[config.mk]
export PLATFORM = sky130hd
export DESIGN_NAME = cec_bit_rx
export DESIGN_NICKNAME = d
export VERILOG_FILES = /design/src/rtl/cec_rx_pkg.sv /design/src/rtl/cec_line_sync.sv /design/src/rtl/cec_dur_counter.sv /design/src/rtl/cec_thr_regs.sv /design/src/rtl/cec_bit_classifier.sv /design/src/rtl/cec_bit_rx.sv
export SDC_FILE = /design/constraint.sdc
export NUM_CORES = 1
export LEC_CHECK = 0
export BUFFER_PORTS_ARGS = -buffer_cell sky130_fd_sc_hd__buf_2
export CAP_MARGIN = 10
export CORE_UTILIZATION = 30
export DETAILED_ROUTE_END_ITERATION = 10
export PLACE_DENSITY = 0.57
export SKIP_CTS_REPAIR_TIMING = 1
export SYNTH_ARGS = -nofsm -noshare
export SYNTH_HDL_FRONTEND = slang
export SYNTH_SLANG_ARGS = --single-unit
[constraint.sdc]
create_clock -name clk -period 3.45 [get_ports clk]
set_input_delay 0.1725 -clock clk [delete_from_list [all_inputs] [get_ports clk]]
set_output_delay 0.1725 -clock clk [all_outputs]
set_load 0.02 [all_outputs]
[src/rtl/cec_rx_pkg.sv]
package cec_rx_pkg;

    localparam int TICK_HZ = 32768;
    localparam int CNT_W   = 10;
    localparam int THR_N   = 12;
    localparam int IDX_W   = $clog2(THR_N);

    // threshold slots
    localparam int IX_SLO_MIN  = 0;
    localparam int IX_SLO_MAX  = 1;
    localparam int IX_SPER_MIN = 2;
    localparam int IX_SPER_MAX = 3;
    localparam int IX_ONE_MIN  = 4;
    localparam int IX_ONE_MAX  = 5;
    localparam int IX_ZERO_MIN = 6;
    localparam int IX_ZERO_MAX = 7;
    localparam int IX_DPER_MIN = 8;
    localparam int IX_DHI_MAX  = 9;
    localparam int IX_LONG_LO  = 10;
    localparam int IX_SAMPLE   = 11;

    typedef enum logic [1:0] {
        ST_IDLE     = 2'd0,
        ST_START_HI = 2'd1,
        ST_DATA_LO  = 2'd2,
        ST_DATA_HI  = 2'd3
    } rx_state_e;

    typedef struct packed {
        logic sof;
        logic bit_vld;
        logic bit_val;
        logic err;
        logic err_notify;
    } rx_evt_t;

    // nearest tick count for a duration in microseconds
    function automatic int ticks_of_us(input int us);
        return int'((longint'(us) * longint'(TICK_HZ) + 64'sd500000) / 64'sd1000000);
    endfunction

    function automatic int thr_default(input int idx);
        case (idx)
            IX_SLO_MIN:  return ticks_of_us(3500);
            IX_SLO_MAX:  return ticks_of_us(3900);
            IX_SPER_MIN: return ticks_of_us(4300);
            IX_SPER_MAX: return ticks_of_us(4700);
            IX_ONE_MIN:  return ticks_of_us(400);
            IX_ONE_MAX:  return ticks_of_us(800);
            IX_ZERO_MIN: return ticks_of_us(1300);
            IX_ZERO_MAX: return ticks_of_us(1700);
            IX_DPER_MIN: return ticks_of_us(2050);
            IX_DHI_MAX:  return ticks_of_us(2800);
            IX_LONG_LO:  return ticks_of_us(3400);
            IX_SAMPLE:   return ticks_of_us(1050);
            default:     return 0;
        endcase
    endfunction

endpackage

[src/rtl/cec_line_sync.sv]
module cec_line_sync (
    input  logic clk,
    input  logic rst,
    input  logic line_in,
    output logic fall,
    output logic rise
);
    logic meta_q, sync_q, prev_q;

    always_ff @(posedge clk) begin
        if (rst) begin
            meta_q <= 1'b1;
            sync_q <= 1'b1;
            prev_q <= 1'b1;
        end else begin
            meta_q <= line_in;
            sync_q <= meta_q;
            prev_q <= sync_q;
        end
    end

    assign fall = prev_q & ~sync_q;
    assign rise = ~prev_q & sync_q;

endmodule

[src/rtl/cec_dur_counter.sv]
module cec_dur_counter #(
    parameter int CW = cec_rx_pkg::CNT_W
) (
    input  logic          clk,
    input  logic          rst,
    input  logic          tick,
    input  logic          fall,
    input  logic          rise,
    output logic [CW-1:0] cnt,
    output logic [CW-1:0] low_len
);
    localparam logic [CW-1:0] CMAX = '1;

    always_ff @(posedge clk) begin
        if (rst) begin
            cnt     <= '0;
            low_len <= '0;
        end else begin
            if (fall)
                cnt <= {{(CW-1){1'b0}}, tick};
            else if (tick && cnt != CMAX)
                cnt <= cnt + 1'b1;
            if (rise)
                low_len <= cnt;
        end
    end

    // counter never wraps
    assert_cnt_saturates_R2: assert property (@(posedge clk) disable iff (rst)
        (tick && !fall && cnt == CMAX) |=> (cnt == CMAX));

    // no tick, no edge -> count unchanged
    assert_cnt_holds_R2: assert property (@(posedge clk) disable iff (rst)
        (!tick && !fall) |=> $stable(cnt));

endmodule

[src/rtl/cec_thr_regs.sv]
module cec_thr_regs
    import cec_rx_pkg::*;
#(
    parameter int CW   = CNT_W,
    parameter int NTHR = THR_N,
    parameter int IW   = IDX_W
) (
    input  logic                     clk,
    input  logic                     rst,
    input  logic                     we,
    input  logic [IW-1:0]            idx,
    input  logic [CW-1:0]            val,
    output logic [NTHR-1:0][CW-1:0]  thr
);
    for (genvar g = 0; g < NTHR; g++) begin : g_slot
        localparam logic [CW-1:0] RST_VAL = CW'(thr_default(g));
        logic [CW-1:0] q;

        always_ff @(posedge clk) begin
            if (rst)
                q <= RST_VAL;
            else if (we && idx == IW'(g))
                q <= val;
        end

        assign thr[g] = q;

        // a write to this slot lands
        assert_slot_write_R10: assert property (@(posedge clk) disable iff (rst)
            (we && idx == IW'(g)) |=> (q == $past(val)));
    end

    // writes beyond the last slot change nothing
    assert_bad_index_ignored_R10: assert property (@(posedge clk) disable iff (rst)
        (we && idx >= IW'(NTHR)) |=> $stable(thr));

endmodule

[src/rtl/cec_bit_classifier.sv]
module cec_bit_classifier
    import cec_rx_pkg::*;
#(
    parameter int CW   = CNT_W,
    parameter int NTHR = THR_N
) (
    input  logic                    clk,
    input  logic                    rst,
    input  logic                    fall,
    input  logic                    rise,
    input  logic [CW-1:0]           cnt,
    input  logic [CW-1:0]           low_len,
    input  logic [NTHR-1:0][CW-1:0] thr,
    output rx_evt_t                 evt
);
    rx_state_e st_q, st_d;
    rx_evt_t   ev_d;
    logic [CW-1:0] high_len;

    assign high_len = cnt - low_len;

    function automatic logic in_win(input logic [CW-1:0] v, input logic [CW-1:0] lo,
                                    input logic [CW-1:0] hi);
        return (v >= lo) && (v <= hi);
    endfunction

    always_comb begin
        st_d = st_q;
        ev_d = '0;
        case (st_q)
            ST_IDLE: begin
                if (rise) begin
                    if (in_win(cnt, thr[IX_SLO_MIN], thr[IX_SLO_MAX]))
                        st_d = ST_START_HI;
                    else
                        ev_d.err = 1'b1;
                end
            end
            ST_START_HI: begin
                if (cnt > thr[IX_SPER_MAX]) begin
                    ev_d.err = 1'b1;
                    st_d     = ST_IDLE;
                end else if (fall) begin
                    if (cnt >= thr[IX_SPER_MIN]) begin
                        ev_d.sof = 1'b1;
                        st_d     = ST_DATA_LO;
                    end else begin
                        ev_d.err = 1'b1;
                        st_d     = ST_IDLE;
                    end
                end
            end
            ST_DATA_LO: begin
                if (rise) begin
                    st_d = ST_IDLE;
                    if (cnt > thr[IX_LONG_LO]) begin
                        ev_d.err        = 1'b1;
                        ev_d.err_notify = 1'b1;
                    end else if (cnt < thr[IX_SAMPLE]) begin
                        if (in_win(cnt, thr[IX_ONE_MIN], thr[IX_ONE_MAX])) begin
                            ev_d.bit_vld = 1'b1;
                            ev_d.bit_val = 1'b1;
                            st_d         = ST_DATA_HI;
                        end else begin
                            ev_d.err = 1'b1;
                        end
                    end else begin
                        if (in_win(cnt, thr[IX_ZERO_MIN], thr[IX_ZERO_MAX])) begin
                            ev_d.bit_vld = 1'b1;
                            st_d         = ST_DATA_HI;
                        end else begin
                            ev_d.err = 1'b1;
                        end
                    end
                end
            end
            ST_DATA_HI: begin
                if (high_len > thr[IX_DHI_MAX]) begin
                    st_d = ST_IDLE;
                end else if (fall) begin
                    if (cnt >= thr[IX_DPER_MIN]) begin
                        st_d = ST_DATA_LO;
                    end else begin
                        ev_d.err = 1'b1;
                        st_d     = ST_IDLE;
                    end
                end
            end
            default: st_d = ST_IDLE;
        endcase
    end

    always_ff @(posedge clk) begin
        if (rst) begin
            st_q <= ST_IDLE;
            evt  <= '0;
        end else begin
            st_q <= st_d;
            evt  <= ev_d;
        end
    end

    // one event kind per cycle
    assert_one_event_R11: assert property (@(posedge clk) disable iff (rst)
        $onehot0({evt.sof, evt.bit_vld, evt.err}));

    // notification rides on an error
    assert_notify_with_err_R9: assert property (@(posedge clk) disable iff (rst)
        evt.err_notify |-> evt.err);

    // every error leaves the receiver waiting for a start bit
    assert_err_to_idle_R5: assert property (@(posedge clk) disable iff (rst)
        evt.err |-> (st_q == ST_IDLE));

    // a decoded bit leaves the receiver in its high phase
    assert_bit_to_high_R6: assert property (@(posedge clk) disable iff (rst)
        evt.bit_vld |-> (st_q == ST_DATA_HI));

    // start-of-frame only after a start bit high phase
    assert_sof_after_start_R3: assert property (@(posedge clk) disable iff (rst)
        evt.sof |-> ($past(st_q) == ST_START_HI && st_q == ST_DATA_LO));

endmodule

[src/rtl/cec_bit_rx.sv]
module cec_bit_rx
    import cec_rx_pkg::*;
#(
    parameter int CW   = CNT_W,
    parameter int NTHR = THR_N,
    parameter int IW   = IDX_W
) (
    input  logic          clk,
    input  logic          rst,
    input  logic          tick_en,
    input  logic          line_in,
    input  logic          cfg_we,
    input  logic [IW-1:0] cfg_idx,
    input  logic [CW-1:0] cfg_val,
    output logic          sof,
    output logic          bit_vld,
    output logic          bit_val,
    output logic          err,
    output logic          err_notify
);
    logic fall, rise;
    logic [CW-1:0] cnt, low_len;
    logic [NTHR-1:0][CW-1:0] thr;
    rx_evt_t evt;

    cec_line_sync u_sync (
        .clk     (clk),
        .rst     (rst),
        .line_in (line_in),
        .fall    (fall),
        .rise    (rise)
    );

    cec_dur_counter #(.CW(CW)) u_cnt (
        .clk     (clk),
        .rst     (rst),
        .tick    (tick_en),
        .fall    (fall),
        .rise    (rise),
        .cnt     (cnt),
        .low_len (low_len)
    );

    cec_thr_regs #(.CW(CW), .NTHR(NTHR), .IW(IW)) u_thr (
        .clk (clk),
        .rst (rst),
        .we  (cfg_we),
        .idx (cfg_idx),
        .val (cfg_val),
        .thr (thr)
    );

    cec_bit_classifier #(.CW(CW), .NTHR(NTHR)) u_cls (
        .clk     (clk),
        .rst     (rst),
        .fall    (fall),
        .rise    (rise),
        .cnt     (cnt),
        .low_len (low_len),
        .thr     (thr),
        .evt     (evt)
    );

    assign sof        = evt.sof;
    assign bit_vld    = evt.bit_vld;
    assign bit_val    = evt.bit_val;
    assign err        = evt.err;
    assign err_notify = evt.err_notify;

endmodule

==> results of run 1 <==
state kept, by name, summed over array words and instances (netlist names):
name / cells
u_cls.evt: 5
u_sync.meta_q: 1
u_sync.sync_q: 1
u_cnt.low_len: 10
u_sync.prev_q: 1
u_cls.st_q: 2
u_thr.g_slot.q: 120
u_cnt.cnt: 10
power groups by stage:
| stage | combinational, mW | clock, mW | sequential, mW |
|---|---|---|---|
| 3_3_place_gp | 0.272 | 0 | 1.81 |
| 2_1_floorplan | 0.180 | 0 | 1.81 |
| 5_1_grt | 0.315 | 2.07 | 1.77 |
| 4_1_cts | 0.278 | 1.99 | 1.77 |
| 6_report | 0.281 | 1.95 | 1.77 |
| 3_5_place_dp | 0.276 | 0 | 1.81 |
cells by family (layout without fill, tap and decap cells):
| group | after synthesis | in the layout | share of synthesized area [%] |
|---|---|---|---|
| and+or+nand+nor | 326 | 326 | 16.6 |
| AOI/OAI and AO/OA | 210 | 210 | 16.0 |
| buffers and inverters | 178 | 220 | 7.77 |
| DFF | 150 | 150 | 33.9 |
| adders and majority gates | 130 | 130 | 18.5 |
| muxes | 54 | 54 | 6.11 |
| xor gates and xnor gates | 11 | 11 | 1.09 |
stage by stage:
| stage | instances | hold slack, ps |
|---|---|---|
| 3_5_place_dp | 1450 | 362 |
| 5_1_grt | 1485 | 42.3 |
| 2_1_floorplan | 1059 | 276 |
| 3_3_place_gp | 1450 | 371 |
| 4_1_cts | 1481 | -74.3 |
| 6_report | 1485 | 42.1 |
area by class of cell:
| class | count | area, µm² | share of cell area, % |
|---|---|---|---|
| multi-input combinational | 731 | 5210 | 51.2 |
| sequential | 150 | 3010 | 29.6 |
| inverter | 134 | 503 | 4.95 |
| tap | 384 | 480 | 4.73 |
| clock buffer | 18 | 439 | 4.32 |
| timing repair buffer | 55 | 360 | 3.54 |
| clock inverter | 13 | 171 | 1.69 |
worst max-delay path, stage by stage (launching register included):
cell and delay, ps:
dfxtp_1 330, inv_1 40, ha_1 300, nor2b_1 140, o21ai_1 170, a21boi_1 110
o21a_1 220, o21ai_0 150, nand2b_1 90, a21oi_2 150, xnor2_1 140, ha_1 270
nand4_1 100, nor2_1 50, a221oi_2 290, buf_4 190, nand2_2 50, a2bb2oi_2 140
mux2i_1 190, a21oi_1 80
routing by layer:
layer	global-route usage [%]	wire length [µm]	vias to the layer above
li1	-	-	3663
met1	20.7	11200	3305
met2	25.6	10600	134
met3	3.05	986	19
met4	4.35	300	0
met5	0	0	-
cells in the final DEF, fill, tap and decap left out, types with 5 or more instances in the layout:
cell | Yosys | routed
a21oi_1 | 70 | 67
clkbuf_16 | 0 | 17
mux2i_1 | 54 | 54
buf_4 | 0 | 32
inv_1 | 134 | 133
nor3_1 | 8 | 7
nor2b_1 | 14 | 14
buf_2 | 9 | 22
or3_1 | 6 | 6
nand4_1 | 14 | 14
dfxtp_1 | 150 | 148
o211ai_1 | 5 | 5
o21ai_1 | 1 | 5
a211o_1 | 40 | 40
nand3_1 | 8 | 8
a31oi_1 | 9 | 9
nand2_1 | 105 | 104
xor2_1 | 5 | 5
nor2_1 | 125 | 123
and4_1 | 5 | 5
nand3b_1 | 6 | 6
xnor2_1 | 6 | 6
a21o_1 | 24 | 24
o21ai_0 | 27 | 22
a211oi_1 | 10 | 10
nand2b_1 | 19 | 19
ha_1 | 129 | 128
how the worst max path moves through the flow:
stage	end	slack, ps	cells past startpoint
floorplan	u_cls.st_q[0]	3	18
global placement	u_cls.st_q[1]	6	18
detailed placement	u_cls.evt[1]	-100	19
CTS	u_cls.evt[1]	-190	19
global route	u_cls.st_q[1]	-100	19
finish	u_cls.st_q[1]	150	19
==> results.toml, run 1 <==
[grt]
grtUsageTotal_pct = 15.6
grt_overflow = 0
grt_pass1_vias = 6629
antenna_found_initial = 0
grt_max_degree = 97
grt_pass1_wl_um = 36100

[cts]
cts-root-buf = "clkbuf_16"
numCtsBuffers = 17
h-tree-depth = 4
cts.sinks = 150
worstSkewPairLatency_ps = 430
cts_tree = "yes"
cts_buffer_depth = 2
clk_pin_slew_ps = 60

[drt]
ant_nets = 0
firstDrtPassIters = 5
drt_iter0_drc = 383
avgViaCountPerCell = 4.80
drc = 0
wire_per_inst_um = 15.5
detail_route.wirelength_um = 23100
vias = 7121

[critical_path]
critPathArrivalTime_ps = 3610
critPathMaxFanout = 3
rr_startpoint = "u_cnt.low_len[2]"
rr_worst_depth = 19
reg2reg_slack_ps = 150
cp-end-kind = "flip-flop"
crit_start = "u_cnt.low_len[2]"
cp-start-kind = "flip-flop"
required_ps = 3770
r2r-end = "u_cls.st_q[1]"
path_class = "reg -> reg"

[finish]
fin_util_pct = 35.2
nNetsFinal = 1238
num-fill-cells = 3038
area_growth_syn_to_layout_pct = 14.9
design_area_um2 = 10200
diodes = 0
layout-drive-gt1-share_pct = 9.81

[synthesis]
ys_types = 55
postSynthCellCount = 1059
async_reset_ff_share_pct = 0
yosysTopAreaCell = "dfxtp_1"
synth.top_cells.by_count = "dfxtp_1 (150), inv_1 (134), ha_1 (129)"
synthTopCellsByArea = "dfxtp_1 (34%), ha_1 (18%), mux2i_1 (6.1%)"
synth.yosys.warnings = 0
synth.avg_cell_area_um2 = 8.35
synth_seq_cells = 150
synth_ff_type = "dfxtp_1"
syn-cell-area_um2 = 8850
yosysMostFrequentCell = "dfxtp_1"
seq_area_frac_synth_pct = 33.9
yosys.area.top_type_share_pct = 33.9
synth_edf_count = 0
syn-num-nets = 1208

[worst_hold_path]
hp-start = "tick_en"
whs_path_depth = 3
hp-class = "in -> reg"
hold_end = "u_cnt.cnt[0]"

[sta]
setup_viol_count_final = 0
worst_pin_slew_ps = 1070
maxSlewViolCount = 0
fin_crit_sh_pct = 95.6
layout_setup_ws_ps = 153
rsz0062_at_grt = "yes"
hold_viol = 0
relSlewSlack_pct = 28.4
skew_ps = 8.79
max_freq_ghz = 0.303
min_period_ps = 3300
tns_ps = 0

[outcome]
outcome = "finished clean"

[placement]
placed_area_um2 = 9470
post-place-ws_ps = -101
portBuffers = 23
dpl.hpwl_um = 14700
gp_congestion = 0.850

[die]
die_h_um = 174
core-area_um2 = 28900
io-pin-count = 24
fp.dieW_um = 174
dieArea_um2 = 30200
rows = 62
initial_core_util_pct = 30.7

[power]
p_sw_mw = 0.978
internal_power_mw = 3.02
clkPwrFrac_pct = 48.7
total_power_mw = 4.00
switching_share_pct = 24.5
seqPwrFrac_pct = 44.2
comb_power_share_pct = 7.0
p_per_area_nw_per_um2 = 393
power_leakage_nw = 4.50
ir_drop_v = 0.000309

[job]
max-cap-violations = 0
Note: power is estimated with default switching activity, not from simulation.
==> run 2: changes to the inputs <==
--- a/config.mk
+++ b/config.mk
@@ -7,9 +7,9 @@
 export LEC_CHECK = 0
 export BUFFER_PORTS_ARGS = -buffer_cell sky130_fd_sc_hd__buf_2
 export CAP_MARGIN = 10
-export CORE_UTILIZATION = 30
+export CORE_UTILIZATION = 35
 export DETAILED_ROUTE_END_ITERATION = 10
-export PLACE_DENSITY = 0.57
+export PLACE_DENSITY = 0.63
 export SKIP_CTS_REPAIR_TIMING = 1
 export SYNTH_ARGS = -nofsm -noshare
 export SYNTH_HDL_FRONTEND = slang
==> run 2 against run 1 <==
Compared with the run above: critical path depth fell by 1; clock skew fell by 2.8 ps; combinational power barely moved; routed wire length fell by 2.8%; global-route usage rose by 2.3 points; final cell count fell by 4.2%; clock power rose by 15%; sequential power barely moved; design area barely moved; largest power group unchanged; sequential share of layout area barely moved; non-clock buffer count fell by 4.
==> results.toml, run 2 (synthesized netlist as in run 1, its figures left out) <==
[drt]
avgViaCountPerCell = 5.03
vias = 7157
wire_per_inst_um = 15.8
firstDrtPassIters = 5
ant_nets = 0
drc = 0
drt_iter0_drc = 395
detail_route.wirelength_um = 22400

[critical_path]
required_ps = 3770
path_class = "reg -> reg"
cp-start-kind = "flip-flop"
crit_start = "u_cnt.cnt[0]"
path_delay_family = "compound AO/OA/AOI/OAI gates"
critPathArrivalTime_ps = 3690
max_stage_delay_ps = 370
crit_slowest_cell = "fa_2"
path_buf_inv = 1
crit_top_cell = "a221oi_2"
critPathMaxFanout = 4
crit_path_cell_trace = "inv_2 > ha_4 > fa_2 > nor2b_2 > o21ai_2 > a21boi_2 > o21a_1 > nor2_2 > xnor2_1 > ha_1 > nand4_1 > o211ai_2 > a221oi_2 > a221oi_2 > and2_4 > a2bb2oi_2 > mux2i_1 > a21oi_1"
rr_startpoint = "u_cnt.cnt[0]"
cp-end-kind = "flip-flop"

[power]
ir_drop_v = 0.000331
p_per_area_nw_per_um2 = 422
power_leakage_nw = 4.53

[placement]
portBuffers = 23
placed_cells = 1388
gp_congestion = 0.837
dpl.hpwl_um = 14400

[finish]
mostFrequentLayoutCells = "dfxtp_1 (148), inv_1 (133), ha_1 (128)"
largest_reg_flops = 120
nNetsFinal = 1234
layout-drive-gt1-share_pct = 9.47
area_growth_syn_to_layout_pct = 14.8
top_regs = "u_thr.g_slot.q: 120 flops, u_cnt.cnt: 10 flops, u_cnt.low_len: 10 flops"
regMostFlops = "u_thr.g_slot.q"
mostFrequentLayoutCell = "dfxtp_1"
fin_util_pct = 41.4
diodes = 0
finalNonFillerCells = 1422

[sta]
fin_crit_sh_pct = 97.9
maxSlewViolCount = 0
worst_pin_slew_ps = 1100
max_freq_ghz = 0.296
relSlewSlack_pct = 26.7
skew_ps = 5.95
setup_viol_count_final = 0
min_period_ps = 3380
hold_viol = 0
rsz0062_at_grt = "yes"
tns_ps = 0

[grt]
grt_pass1_wl_um = 35700
grt_overflow = 0
grtUsageTotal_pct = 17.9
grt_pass1_vias = 6793
grt_max_degree = 102
antenna_found_initial = 0

[job]
max-cap-violations = 0

[worst_hold_path]
hp-class = "in -> reg"
hp-start = "tick_en"

[cts]
cts-root-buf = "clkbuf_16"
worstSkewPairLatency_ps = 430
clk_pin_slew_ps = 60
cts_buffer_depth = 2
cts.sinks = 150
numCtsBuffers = 17
h-tree-depth = 4
cts_tree = "yes"

[die]
die_h_um = 161
io-pin-count = 24
rows = 57
initial_core_util_pct = 36.1
core-area_um2 = 24500
fp.dieW_um = 161
dieArea_um2 = 25900

[outcome]
outcome = "finished clean"
## run 2: cell types whose count changed in the layout (fill, tap and decap cells not counted), moves of 2 or more
cell       before  now
a21oi_2         3    0
clkbuf_8        1    3
clkinv_4        3    1
inv_6           4    0
a21boi_1        2    0
a21oi_1        67   70
a21boi_2        0    2
bufinv_16       3    7
buf_4          32   28
## run 2: metrics by stage
stage	hold slack [ps]	area (µm²)	worst slack [ps]	power (mW)
after floorplan	276	8850	2.70	1.99
after global placement	361	9380	-5.36	2.08
final	67.0	10200	73.4	4.29
after detailed placement	368	9380	-96.5	2.08
after global routing	87.3	10200	-179	4.43
after CTS	-80.1	10100	-156	4.33
## run 2: path summary, 6_finish.rpt
check,to,slack (ps),cells after the start
worst min register to register,u_sync.sync_q,420,1
worst max-delay path,u_cls.st_q[1],70,18
worst max register to register,u_cls.st_q[1],70,18
worst min-delay path,u_cnt.cnt[0],70,3
## run 2: tightest hold or removal path: stages
cell     delay (ps)
buf_2           130
nand2_1          60
a21oi_1          80
## run 2: area by class of cell
type | count | area, µm²
Timing Repair Buffer | 51 | 330
Inverter | 134 | 503
Sequential cell | 150 | 3010
Clock inverter | 12 | 246
Multi-Input combinational cell | 731 | 5200
Fill cell | 2455 | 14400
Clock buffer | 20 | 467
Tap cell | 324 | 405
## run 2: report_power, final
part / internal, mW / switching [mW]
combinational: 0.0985 / 0.182
sequential: 1.76 / 0.0110
clock: 1.49 / 0.754
total: 3.34 / 0.947
## run 2: layer usage
| metal | wire [µm] | track usage, % | part of all wire (%) | vias to the layer above |
|---|---|---|---|---|
| li1 | - | - | - | 3651 |
| met1 | 10200 | 21.9 | 45 | 3348 |
| met2 | 11000 | 31.6 | 49 | 130 |
| met3 | 859 | 3.24 | 3.8 | 28 |
| met4 | 403 | 5.53 | 1.8 | 0 |
| met5 | 0 | 0 | 0 | - |
